File: config.mk
export PLATFORM = sky130hd
export DESIGN_NAME = pps_stamp_clock
export DESIGN_NICKNAME = d
export VERILOG_FILES = /design/src/rtl/pps_clk_pkg.sv /design/src/rtl/pps_edge_sync.sv /design/src/rtl/pps_phase_acc.sv /design/src/rtl/pps_pulse_stats.sv /design/src/rtl/pps_stamp_clock.sv
export SDC_FILE = /design/constraint.sdc
export NUM_CORES = 1
export LEC_CHECK = 0
export CORE_MARGIN = 1
export CORE_UTILIZATION = 63
export CTS_BUF_LIST = sky130_fd_sc_hd__clkbuf_2
export DETAILED_ROUTE_END_ITERATION = 6
export PLACE_DENSITY = 0.9
export SKIP_LAST_GASP = 1
export SYNTH_ARGS = -nofsm -noshare
export SYNTH_HDL_FRONTEND = slang
export SYNTH_SLANG_ARGS = --single-unit
File: constraint.sdc
create_clock -name clk -period 7.7 [get_ports clk]
set_input_delay 1.54 -clock clk [delete_from_list [all_inputs] [get_ports clk]]
set_output_delay 1.54 -clock clk [all_outputs]
set_load 0.005 [all_outputs]
File: src/rtl/pps_clk_pkg.sv
package pps_clk_pkg;
  typedef enum logic [1:0] {
    SEL_SECONDS = 2'd0,
    SEL_INCR    = 2'd1,
    SEL_THRESH  = 2'd2,
    SEL_CTRL    = 2'd3
  } reg_sel_e;
endpackage

File: src/rtl/pps_edge_sync.sv
module pps_edge_sync #(
  parameter int STAGES = 2
) (
  input  logic clk,
  input  logic rst_n,
  input  logic async_i,
  output logic rise_o
);
  // chain[STAGES-1] is the settled copy, chain[STAGES] its one-cycle delay
  logic [STAGES:0] chain;

  always_ff @(posedge clk or negedge rst_n) begin
    if (!rst_n) chain <= '0;
    else        chain <= {chain[STAGES-1:0], async_i};
  end

  assign rise_o = chain[STAGES-1] & ~chain[STAGES];
endmodule

File: src/rtl/pps_phase_acc.sv
module pps_phase_acc #(
  parameter int ACC_W      = 32,
  parameter int SEC_W      = 32,
  parameter int FRAC_W     = 32,
  parameter int TICK_SHIFT = 8
) (
  input  logic              clk,
  input  logic              rst_n,
  input  logic [ACC_W-1:0]  incr_i,
  input  logic              load_i,
  input  logic [SEC_W-1:0]  load_sec_i,
  output logic [SEC_W-1:0]  sec_o,
  output logic [FRAC_W-1:0] frac_o,
  output logic              tick_o,
  output logic              roll_o
);
  localparam logic [FRAC_W:0] STEP = {{FRAC_W{1'b0}}, 1'b1} << TICK_SHIFT;

  logic [ACC_W-1:0]  acc_q;
  logic [ACC_W:0]    acc_sum;
  logic              carry;
  logic [FRAC_W:0]   frac_sum;
  logic              wrap;

  always_comb begin
    acc_sum  = {1'b0, acc_q} + {1'b0, incr_i};
    carry    = acc_sum[ACC_W];
    frac_sum = {1'b0, frac_o} + (carry ? STEP : '0);
    wrap     = frac_sum[FRAC_W];
  end

  always_ff @(posedge clk or negedge rst_n) begin
    if (!rst_n) begin
      acc_q  <= '0;
      frac_o <= '0;
      sec_o  <= '0;
      tick_o <= 1'b0;
      roll_o <= 1'b0;
    end else if (load_i) begin
      acc_q  <= '0;
      frac_o <= '0;
      sec_o  <= load_sec_i;
      tick_o <= 1'b0;
      roll_o <= 1'b0;
    end else begin
      acc_q  <= acc_sum[ACC_W-1:0];
      frac_o <= frac_sum[FRAC_W-1:0];
      if (wrap) sec_o <= sec_o + 1'b1;
      tick_o <= carry;
      roll_o <= wrap;
    end
  end
endmodule

File: src/rtl/pps_pulse_stats.sv
module pps_pulse_stats #(
  parameter int FRAC_W     = 32,
  parameter int TICK_SHIFT = 8,
  parameter int CNT_W      = 16
) (
  input  logic              clk,
  input  logic              rst_n,
  input  logic              rise_i,
  input  logic              tick_i,
  input  logic [FRAC_W-1:0] frac_i,
  input  logic [FRAC_W-1:0] thresh_i,
  output logic              err_valid_o,
  output logic [FRAC_W-1:0] err_o,
  output logic              healthy_o,
  output logic [CNT_W-1:0]  total_o,
  output logic [CNT_W-1:0]  bad_o,
  output logic [CNT_W-1:0]  single_o,
  output logic [CNT_W-1:0]  longest_o
);
  localparam int TPS_LOG = FRAC_W - TICK_SHIFT;
  localparam int WIN_W   = TPS_LOG + 1;
  localparam logic [WIN_W-1:0] MISS_LAST  = (WIN_W'(3) << (TPS_LOG - 1)) - 1'b1;
  localparam logic [WIN_W-1:0] MISS_REARM = WIN_W'(1) << (TPS_LOG - 1);
  localparam logic [FRAC_W-1:0] BAD_LIM   = FRAC_W'(1) << (FRAC_W - 2);
  localparam logic [CNT_W-1:0]  CNT_MAX   = '1;

  logic [WIN_W-1:0]  win_q;
  logic              armed_q;
  logic [CNT_W-1:0]  run_q;
  logic [CNT_W-1:0]  run_next;
  logic [FRAC_W-1:0] mag;

  function automatic logic [CNT_W-1:0] sat_inc(input logic [CNT_W-1:0] v);
    return (v == CNT_MAX) ? v : v + 1'b1;
  endfunction

  always_comb begin
    mag      = frac_i[FRAC_W-1] ? (~frac_i + 1'b1) : frac_i;
    run_next = sat_inc(run_q);
  end

  always_ff @(posedge clk or negedge rst_n) begin
    if (!rst_n) begin
      err_valid_o <= 1'b0;
      err_o       <= '0;
      healthy_o   <= 1'b0;
      total_o     <= '0;
      bad_o       <= '0;
      single_o    <= '0;
      longest_o   <= '0;
      win_q       <= '0;
      armed_q     <= 1'b0;
      run_q       <= '0;
    end else begin
      err_valid_o <= rise_i;
      if (rise_i) begin
        err_o     <= frac_i;
        healthy_o <= (mag <= thresh_i);
        total_o   <= sat_inc(total_o);
        if (mag > BAD_LIM) bad_o <= sat_inc(bad_o);
        if (run_q == CNT_W'(1)) single_o <= sat_inc(single_o);
        run_q   <= '0;
        win_q   <= '0;
        armed_q <= 1'b1;
      end else if (armed_q && tick_i) begin
        if (win_q == MISS_LAST) begin
          win_q     <= MISS_REARM;
          run_q     <= run_next;
          healthy_o <= 1'b0;
          if (run_next > longest_o) longest_o <= run_next;
        end else begin
          win_q <= win_q + 1'b1;
        end
      end
    end
  end
endmodule

File: src/rtl/pps_stamp_clock.sv
module pps_stamp_clock
  import pps_clk_pkg::*;
#(
  parameter int TS_W        = 64,
  parameter int TICK_SHIFT  = 8,
  parameter int CNT_W       = 16,
  parameter int SYNC_STAGES = 2,
  parameter logic [TS_W/2-1:0] DEF_INC = 'd1441151881,
  parameter logic [TS_W/2-1:0] DEF_THR = 'd2560
) (
  input  logic              clk,
  input  logic              rst_n,
  input  logic              pps_in,
  input  logic              wr_en,
  input  logic [1:0]        wr_addr,
  input  logic [TS_W/2-1:0] wr_data,
  output logic [TS_W-1:0]   timestamp,
  output logic              err_valid,
  output logic [TS_W/2-1:0] phase_err,
  output logic              healthy,
  output logic [CNT_W-1:0]  pulse_total,
  output logic [CNT_W-1:0]  pulse_bad,
  output logic [CNT_W-1:0]  miss_single,
  output logic [CNT_W-1:0]  miss_longest,
  output logic              pps_out
);
  localparam int HALF_W = TS_W / 2;

  logic [HALF_W-1:0] inc_q;
  logic [HALF_W-1:0] thr_q;
  logic              master_q;
  logic              sec_load;
  logic              pulse_edge;
  logic              tick;
  logic              roll;
  logic [HALF_W-1:0] sec;
  logic [HALF_W-1:0] frac;

  assign sec_load  = wr_en && (reg_sel_e'(wr_addr) == SEL_SECONDS);
  assign timestamp = {sec, frac};

  always_ff @(posedge clk or negedge rst_n) begin
    if (!rst_n) begin
      inc_q    <= DEF_INC;
      thr_q    <= DEF_THR;
      master_q <= 1'b0;
    end else if (wr_en) begin
      case (reg_sel_e'(wr_addr))
        SEL_INCR:   inc_q    <= wr_data;
        SEL_THRESH: thr_q    <= wr_data;
        SEL_CTRL:   master_q <= wr_data[0];
        default:    ;
      endcase
    end
  end

  always_ff @(posedge clk or negedge rst_n) begin
    if (!rst_n) pps_out <= 1'b0;
    else        pps_out <= roll & master_q;
  end

  pps_edge_sync #(.STAGES(SYNC_STAGES)) u_sync (
    .clk     (clk),
    .rst_n   (rst_n),
    .async_i (pps_in),
    .rise_o  (pulse_edge)
  );

  pps_phase_acc #(
    .ACC_W      (HALF_W),
    .SEC_W      (HALF_W),
    .FRAC_W     (HALF_W),
    .TICK_SHIFT (TICK_SHIFT)
  ) u_acc (
    .clk        (clk),
    .rst_n      (rst_n),
    .incr_i     (inc_q),
    .load_i     (sec_load),
    .load_sec_i (wr_data),
    .sec_o      (sec),
    .frac_o     (frac),
    .tick_o     (tick),
    .roll_o     (roll)
  );

  pps_pulse_stats #(
    .FRAC_W     (HALF_W),
    .TICK_SHIFT (TICK_SHIFT),
    .CNT_W      (CNT_W)
  ) u_stats (
    .clk         (clk),
    .rst_n       (rst_n),
    .rise_i      (pulse_edge),
    .tick_i      (tick),
    .frac_i      (frac),
    .thresh_i    (thr_q),
    .err_valid_o (err_valid),
    .err_o       (phase_err),
    .healthy_o   (healthy),
    .total_o     (pulse_total),
    .bad_o       (pulse_bad),
    .single_o    (miss_single),
    .longest_o   (miss_longest)
  );
endmodule

======== Word-level counts from Yosys, hierarchy flattened ========
Index checks and enable logic that the tools add are counted.
cells by class
  add/sub/neg operators ................... 9
  order comparisons ....................... 3
  equal/unequal tests ..................... 9
  mux-type cells .......................... 18
  bitwise gates (word level) .............. 8
  reduce and logical (&&, ||, !) cells .... 14
operators with widths
  cell                     count
  $mux W32                 5
  $mux W25                 3
  $add A16 B1 Y16 const B  4
  $add A32 B1 Y32 const B  2
  $eq A16 B16 Y1 const B   4
  $mux W16                 4
  $add A32 B32 Y33         1
  $add A32 B33 Y33         1
  $gt A32 B31 Y1 const B   1
  $le A32 B32 Y1           1
  $not A32 Y32             1
  $add A25 B1 Y25 const B  1
  $eq A25 B25 Y1 const B   1
  $eq A16 B1 Y1 const B    1
  $gt A16 B16 Y1           1
  $reduce_and A2 Y1        5
  $mux W9                  1
  $reduce_and A3 Y1        2
  $reduce_bool A2 Y1       3
  $mux W1                  5
  $not A1 Y1               5
  $eq A2 B2 Y1 const B     2
  $reduce_and A4 Y1        1
  $and A1 B1 Y1            2
  other kinds (3)          4
word-level totals
  register bits after elaboration ......... 307
  output and inout bits ................... 163
  logic and storage cells ................. 81

======== Logic depth before layout (Yosys ltp) ========
Gate-level depths: netlist (run 1).
  depth after elaboration ................. 5
  depth in mapped cells ................... 21
  mapped depth without buffers ............ 20

======== Cells and area by module ========
Synthesis (run 1) repeated with hierarchy kept, for this count alone.
unflattened totals
  cells, all modules ...................... 1713
  area total of the unflattened synthesis .. 17212.8 um^2
modules (own cells, without submodules)
  module           instances  cells each  area an instance (um^2)  seq. area each (um^2)
  pps_pulse_stats  1          916         8727.1                   3503.4
  pps_phase_acc    1          651         5735.5                   2252.2
  pps_stamp_clock  1          142         2661.3                   1675.4
  pps_edge_sync    1          4           88.8                     75.1

======== Worst setup path after synthesis (run 1) ========
OpenSTA, ideal clock, no wires.
  path type ............................... reg-to-reg
  start point ............................. register inc_q[0]
  end point ............................... register u_acc.sec_o[31]
  arrival ................................. 4.661 ns
  setup slack ............................. 2.904 ns
  cell stages (with the launch flop) ...... 22
  buffers on the path ..................... 1
  clock period less this slack ............ 4.796 ns
  cells stage by stage .................... dfstp_2 ha_1 fa_1 a21o_1 a21oi_1 o31ai_1 a21oi_1 o31a_1 o21ai_0 nand3_1 nand2_1 ha_1 ha_1 nand3_1 nor4_1 and4_1 buf_4 nand4_1 or2_2 nor2_1 xnor2_1 o21ai_0
on the way
  word-level cells in the longest chain between the ends .. 4
RTL lines
  what                          RTL line               text
  start: declaration            pps_stamp_clock.sv:29  logic [HALF_W-1:0] inc_q;
  start signal: assignment      pps_stamp_clock.sv:49  SEL_INCR: inc_q <= wr_data;
  $add A32 B32 Y33              pps_phase_acc.sv:26    acc_sum = {1'b0, acc_q} + {1'b0, incr_i};
  $mux W9                       pps_phase_acc.sv:28    frac_sum = {1'b0, frac_o} + (carry ? STEP : '0);
  $add A32 B33 Y33              pps_phase_acc.sv:28
  $reduce_bool A2 Y1 (no line)  -
  end signal: assignment        pps_phase_acc.sv:42    sec_o <= load_sec_i;
  end signal: assignment        pps_phase_acc.sv:48    if (wrap) sec_o <= sec_o + 1'b1;
  end: declaration              pps_phase_acc.sv:12    output logic [SEC_W-1:0] sec_o,
No other way between the ends.
A chain may end at the register's enable or synchronous reset.

======== Final worst setup path (run 1) ========
  start point ............................. register inc_q[0]
  end point ............................... register u_acc.sec_o[26]
Same word-level chain as after synthesis.

==> results of run 1 <==
[worst max path at each step]
stage,from,end,slack (ns),cells after the start
final,inc_q[0],u_acc.sec_o[26],1.24,20
after global routing,inc_q[0],u_acc.sec_o[28],0.69,20
after CTS,inc_q[0],u_acc.sec_o[26],1.37,20
after detailed placement,inc_q[0],u_acc.sec_o[26],1.35,20
after global placement,inc_q[0],u_acc.sec_o[26],1.55,20
after floorplan,inc_q[0],u_acc.sec_o[31],2.90,21
[cell type report]
type                       count  area, sq um  share of cell area (%)
inverter                      73        274.0                   1.440
multi-input combinational   1233         8312                   43.69
timing repair buffer         195         1942                   10.21
tap                          330        412.9                   2.170
clock inverter                27        219.0                   1.151
clock buffer                 111        555.5                   2.920
sequential                   291         7306                   38.40
antenna                        1        2.502                 0.01315
[registers in the layout, indices dropped and copies added (netlist names), 16 cells and up]
signal	flops
inc_q	32
thr_q	32
u_acc.acc_q	32
u_acc.frac_o	24
u_acc.sec_o	32
u_stats.bad_o	16
u_stats.err_o	24
u_stats.longest_o	16
u_stats.run_q	16
u_stats.single_o	16
u_stats.total_o	16
u_stats.win_q	25
[metrics by stage]
step | cells | setup slack, ns | power, mW | hold WS, ns | utilization, %
finish | 2261 | 1.244 | 4.862 | 0.3590 | 75.54
global route | 2261 | 0.6851 | 5.175 | 0.3668 | 75.54
CTS | 2260 | 1.365 | 4.865 | 0.3590 | 75.53
detailed placement | 2122 | 1.350 | 3.652 | 0.3372 | 72.46
global placement | 2122 | 1.553 | 3.563 | 0.3324 | 72.46
floorplan | 1680 | 2.904 | 3.148 | 0.3312 | -
[where the power goes]
part	total, mW	switching, mW	internal (mW)
Sequential	1.97	0.186	1.78
Combinational	1.71	0.930	0.776
Clock	1.19	0.666	0.523
[kinds of logic (layout without fill, tap and decap cells)]
group | after synthesis | in the layout | synth area share [%]
and+or+nand+nor | 586 | 586 | 17.79
DFF | 291 | 291 | 45.08
AOI/OAI and AO/OA | 284 | 284 | 11.03
xor gates and xnor gates | 159 | 159 | 8.593
buffers and inverters | 156 | 406 | 4.177
adders and majority gates | 91 | 91 | 7.072
muxes | 90 | 90 | 6.238
other | 1 | 24 | 0.02314
[routing by layer]
layer	routed length (um)	global-route usage, %	vias to the layer above
li1	-	-	6231
met1	16160	38.65	6470
met2	18900	50.64	499
met5	0	0	-
met3	2493	5.475	97
met4	1161	12.09	0
[cell usage in the layout (no fill, tap or decap), drive strengths merged, types with 12 or more instances in the layout]
cell           synthesis  routed
dfrtp                272     272
nand2                206     206
clkdlybuf4s50          0     183
nor2                 120     120
clkbuf                53     111
o21ai                 97      97
xnor2                 94      94
ha                    90      90
mux2                  85      85
inv                   73      75
xor2                  65      65
a21oi                 63      63
nand3                 56      56
nand4                 44      44
and3                  32      32
a21o                  26      26
nor3                  24      24
conb                   1      23
clkinv                 0      21
o31ai                 20      20
dfstp                 19      19
nor4                  17      17
nor2b                 16      16
or3                   12      12
buf                   30      12
[worst reg2reg max path: stages, from the launching register on]
cell	delay [ns]
dfstp_2	0.54
ha_1	0.21
fa_1	0.23
a21o_1	0.13
a21oi_1	0.10
o31ai_1	0.60
a21oi_1	0.35
o31a_1	0.41
o21ai_0	0.29
nand3_1	0.15
nand2_1	0.11
ha_1	0.20
ha_1	0.19
nand3_1	0.19
nor4_1	0.56
and4_1	0.67
nand4_1	0.35
nor3_1	0.65
nand3_1	0.17
xor2_1	0.15
o21ai_0	0.08
==> impl_metrics.tcl, run 1 <==
set metrics [dict create \
    status "finished with violations" \
    violations "DRC" \
    row_count 58 \
    via_per_inst 5.881 \
    leakagePower_nw 8.804 \
    grt_overflow 0 \
    postCtsSetupBuffers 0 \
    ys_top_cells_by_count "dfrtp_1 (272), nand2_1 (206), nor2_1 (120)" \
    mappedNetlistArea_sq_um 16210 \
    maxCapViolCount 0 \
    relSlewSlack_pct 24.17 \
    drive_above_1_share_pct 13.32 \
    r2r-start "inc_q[0]" \
    synth_top_area_share_pct 42.00 \
    gp_congestion 0.9103 \
    crit_path_top_delay_cell "and4_1" \
    synth_cell_types 70 \
    synth_edf_count 0 \
    rsz0062_at_grt "no" \
    finalSetupViolations 0 \
    area_growth_pct 17.38 \
    fin_skew_ns 0.07242 \
    crit_chain "ha_1 -> fa_1 -> a21o_1 -> a21oi_1 -> o31ai_1 -> a21oi_1 -> o31a_1 -> o21ai_0 -> nand3_1 -> nand2_1 -> ha_1 -> ha_1 -> nand3_1 -> nor4_1 -> and4_1 -> nand4_1 -> nor3_1 -> nand3_1 -> xor2_1 -> o21ai_0" \
    grt_pass1_vias 13150 \
    hold_depth 0 \
    root_buffer "clkbuf_2" \
    hold_buffers 0 \
    drc_errors 9 \
    crit_path_max_incr_delay_ns 0.67 \
    wl_per_cell_um 17.13 \
    slew_violations 0 \
    vdd_ir_drop_max_mv 0.1607 \
    max_freq_mhz 154.9 \
    ys.flop_type "dfrtp_1" \
    p_per_area_nw_per_um2 255.6 \
    critical_path_class "reg2reg" \
    cts_buffer_depth 3 \
    timing.final.crit_share_pct 83.84 \
    hold_violations 0 \
    cp.required_ns 8.40 \
    design.die.area_sq_um 26370 \
    yosys.area.top_type "dfrtp_1" \
    worstPathArrival_ns 7.16 \
    syn_inst 1658 \
    drt_wl_total_um 38720 \
    cp-start-kind "register" \
    track_usage_pct 30.16 \
    synthTopCellsByArea "dfrtp_1 (42%), ha_1 (6.9%), mux2_2 (5.8%), xnor2_1 (5.1%), nand2_1 (4.8%)" \
    synth_most_common_cell "dfrtp_1" \
    worstPathMaxFanout 12 \
    dpl-instance-area_sq_um 18250 \
    numCtsBuffers 76 \
    post_cts_resized 0 \
    io_pins 201 \
    core-area_sq_um 25180 \
    setup_tns_ns 0 \
    rr_worst_depth 20 \
    hp-class "reg2reg" \
    synthArstFlopShare_pct 100.0 \
    tritoncts "done" \
    critical_path_buf_inv_count 0 \
    min_to "u_sync.chain[1]" \
    die_w_um 162.4 \
    initial_utilization_pct 64.36 \
    finalInstanceArea_sq_um 19020 \
    vias 13300 \
    clk_pin_slew_ns 0.10 \
    grt_max_degree 137 \
    cts_max_level 3 \
    seq_area_frac_synth_pct 45.08 \
    portBuffers 184 \
    end_kind "register" \
    worstHoldStart "u_sync.chain[0]" \
    clock-sinks 291 \
    ant_nets 0 \
    rrSetupSlack_ns 1.24 \
    rr_endpoint "u_acc.sec_o[26]" \
    ys_ff_latch 291 \
    dr.pass1.iters 7 \
    worst_pin_slew_ns 1.137 \
    drt_iter0_markers 1043 \
    fillers 1622 \
    syn_avg_cell_area_sq_um 9.775 \
    layout.nets 1999 \
    hpwlAfterDp_um 27220 \
    antenna_found_initial 1 \
    clk_latency_ns 0.87 \
    path_delay_family "simple AND/OR/NAND/NOR gates" \
    fin_crit_ns 6.456 \
    synth_warnings 0 \
    dieHeight_um 162.4 \
    grt_first_pass_wirelength_um 63970 \
]
Note: power is estimated with default switching activity, not from simulation.
==> inputs of run 2 (changes only) <==
CORE_UTILIZATION = 58   (was 63)
PLACE_DENSITY = 0.84   (was 0.9)
clock period = 6.2 ns   (was 7.7 ns; I/O delays follow)
==> run 2 against run 1 <==
  * The run now ends clean
  * Hold slack better by 0.023 ns
  * Flip-flop and latch count stayed put
  * Non-clock buffer count is 4 higher
  * Clock-buffer cell count is 7 higher
  * Sequential power is 24% higher
  * Via count is 0.99% lower
  * Setup slack worse by 0.75 ns
  * Sequential share of layout area is 0.068 points lower
  * First-iteration DRC count is 13% higher
  * Die area is 8.5% higher
  * Clock power is 14% higher
  * Clock skew is 0.030 ns higher
  * Largest cell class unchanged
==> impl_metrics.tcl, run 2 (synthesis gave the netlist of run 1 again) <==
set metrics [dict create \
    drive_above_1_share_pct 13.63 \
    antenna_found_initial 1 \
    hpwlAfterDp_um 27170 \
    layout.nets 2003 \
    vdd_ir_drop_max_mv 0.1720 \
    rr_worst_depth 22 \
    finalSetupViolations 0 \
    row_count 60 \
    root_buffer "clkbuf_2" \
    numCtsBuffers 76 \
    crit_chain "ha_1 -> fa_1 -> a21o_1 -> a21oi_1 -> o31ai_2 -> a21oi_1 -> o31a_1 -> o21ai_0 -> nand3_1 -> nand2_1 -> ha_1 -> ha_1 -> nand3_1 -> nor4_4 -> and4_1 -> buf_4 -> nand4_1 -> nor3_1 -> buf_4 -> nand3_1 -> xor2_1 -> o21ai_0" \
    dieHeight_um 169.2 \
    critical_path_class "reg2reg" \
    rsz0062_at_grt "no" \
    rr_endpoint "u_acc.sec_o[26]" \
    portBuffers 184 \
    power.total_mw 5.916 \
    final_common_cell "dfrtp_1" \
    relSlewSlack_pct 40.39 \
    grt_max_degree 120 \
    cp-start-kind "register" \
    timing.final.crit_share_pct 92.06 \
    worst_pin_slew_ns 0.8942 \
    rrSetupSlack_ns 0.49 \
    initial_utilization_pct 59.64 \
    die_w_um 169.2 \
    crit_path_top_delay_cell "dfstp_2" \
    hold_violations 0 \
    crit_path_max_incr_delay_ns 0.54 \
    fin_skew_ns 0.1020 \
    final_core_util_pct 70.12 \
    cts_max_level 3 \
    postCtsSetupBuffers 0 \
    wl_per_cell_um 16.64 \
    slew_violations 0 \
    clk_pin_slew_ns 0.09 \
    drt_wl_total_um 38310 \
    worstPathArrival_ns 6.43 \
    grt_overflow 0 \
    r2r-start "inc_q[0]" \
    via_per_inst 5.717 \
    worstPathMaxFanout 11 \
    io_pins 201 \
    drt_iter0_markers 1174 \
    worstSetupPathDepth 22 \
    cp.required_ns 6.93 \
    hold_buffers 0 \
    post_cts_resized 0 \
    hp-class "reg2reg" \
    critical_path_buf_inv_count 2 \
    finalInstanceArea_sq_um 19060 \
    status "finished clean" \
    gp_congestion 0.9465 \
    endpoint "u_acc.sec_o[26]" \
    grt_pass1_vias 13050 \
    maxCapViolCount 0 \
    end_kind "register" \
    ant_nets 0 \
    clock-sinks 291 \
    area_growth_pct 17.59 \
    p_per_area_nw_per_um2 310.4 \
    dr.pass1.iters 5 \
    drc_errors 0 \
    cts_buffer_depth 3 \
    dpl-instance-area_sq_um 18330 \
    leakagePower_nw 8.819 \
    tritoncts "done" \
    final_cell_mix "dfrtp_1 (272), nand2_1 (206), clkdlybuf4s50_1 (183)" \
    max_freq_mhz 175.2 \
    core-area_sq_um 27180 \
    clk_latency_ns 0.89 \
    grt_first_pass_wirelength_um 63460 \
    fin_crit_ns 5.707 \
    path_delay_family "simple AND/OR/NAND/NOR gates" \
    setup_tns_ns 0 \
    vias 13170 \
    design.die.area_sq_um 28620 \
    cp-startpoint "inc_q[0]" \
    track_usage_pct 27.31 \
]
run 2: routing by layer:
metal	vias up	GRT usage, %	part of all wire [%]
li1	6234	-	-
met1	6399	35.70	44
met2	449	44.75	47
met3	84	5.177	5.7
met4	0	11.28	2.9
met5	-	0	0
run 2: worst reg2reg max path, delay by kind of cell, from the launching register on:
kind                     cells  cell delay, ns
flip-flops                   1            0.54
AO/OA/AOI/OAI                7            1.71
AND/OR/NAND/NOR              8            1.96
adder cells (fa/ha/maj)      4            0.81
buffers and inverters        2            0.42
XOR/XNOR                     1            0.15
run 2: stage by stage:
step | worst slack (ns) | std cells | hold WS (ns)
2_1_floorplan | 1.404 | 1680 | 0.3312
3_3_place_gp | 0.6990 | 2168 | 0.3361
3_5_place_dp | 0.3416 | 2168 | 0.3668
4_1_cts | 0.1951 | 2302 | 0.3401
5_1_grt | 0.1093 | 2303 | 0.3944
6_report | 0.4925 | 2303 | 0.3819
run 2: final cells by class:
class / count / area (sq um)
inverter: 73 / 274.0
timing repair buffer: 199 / 1972
fill: 2080 / 8119
clock inverter: 16 / 115.1
antenna: 1 / 2.502
multi-input combinational: 1233 / 8332
tap: 372 / 465.4
sequential: 291 / 7306
clock buffer: 118 / 590.6
run 2: how the worst min path moves through the flow:
stage	from	endpoint	slack [ns]	cells after the start
global placement	u_sync.chain[0]	u_sync.chain[1]	0.34	0
detailed placement	u_sync.chain[0]	u_sync.chain[1]	0.37	0
CTS	rst_n	u_stats.run_q[5]	0.34	1
floorplan	u_sync.chain[0]	u_sync.chain[1]	0.33	0
finish	u_sync.chain[0]	u_sync.chain[1]	0.38	0
global route	u_sync.chain[0]	u_sync.chain[1]	0.39	0
run 2: power by group:
part	leakage, nW	total, mW	internal [mW]	switching [mW]
logic	4.53	2.11	0.968	1.14
clock network	0.550	1.36	0.581	0.779
registers	3.74	2.45	2.21	0.235
total	8.82	5.92	3.76	2.15
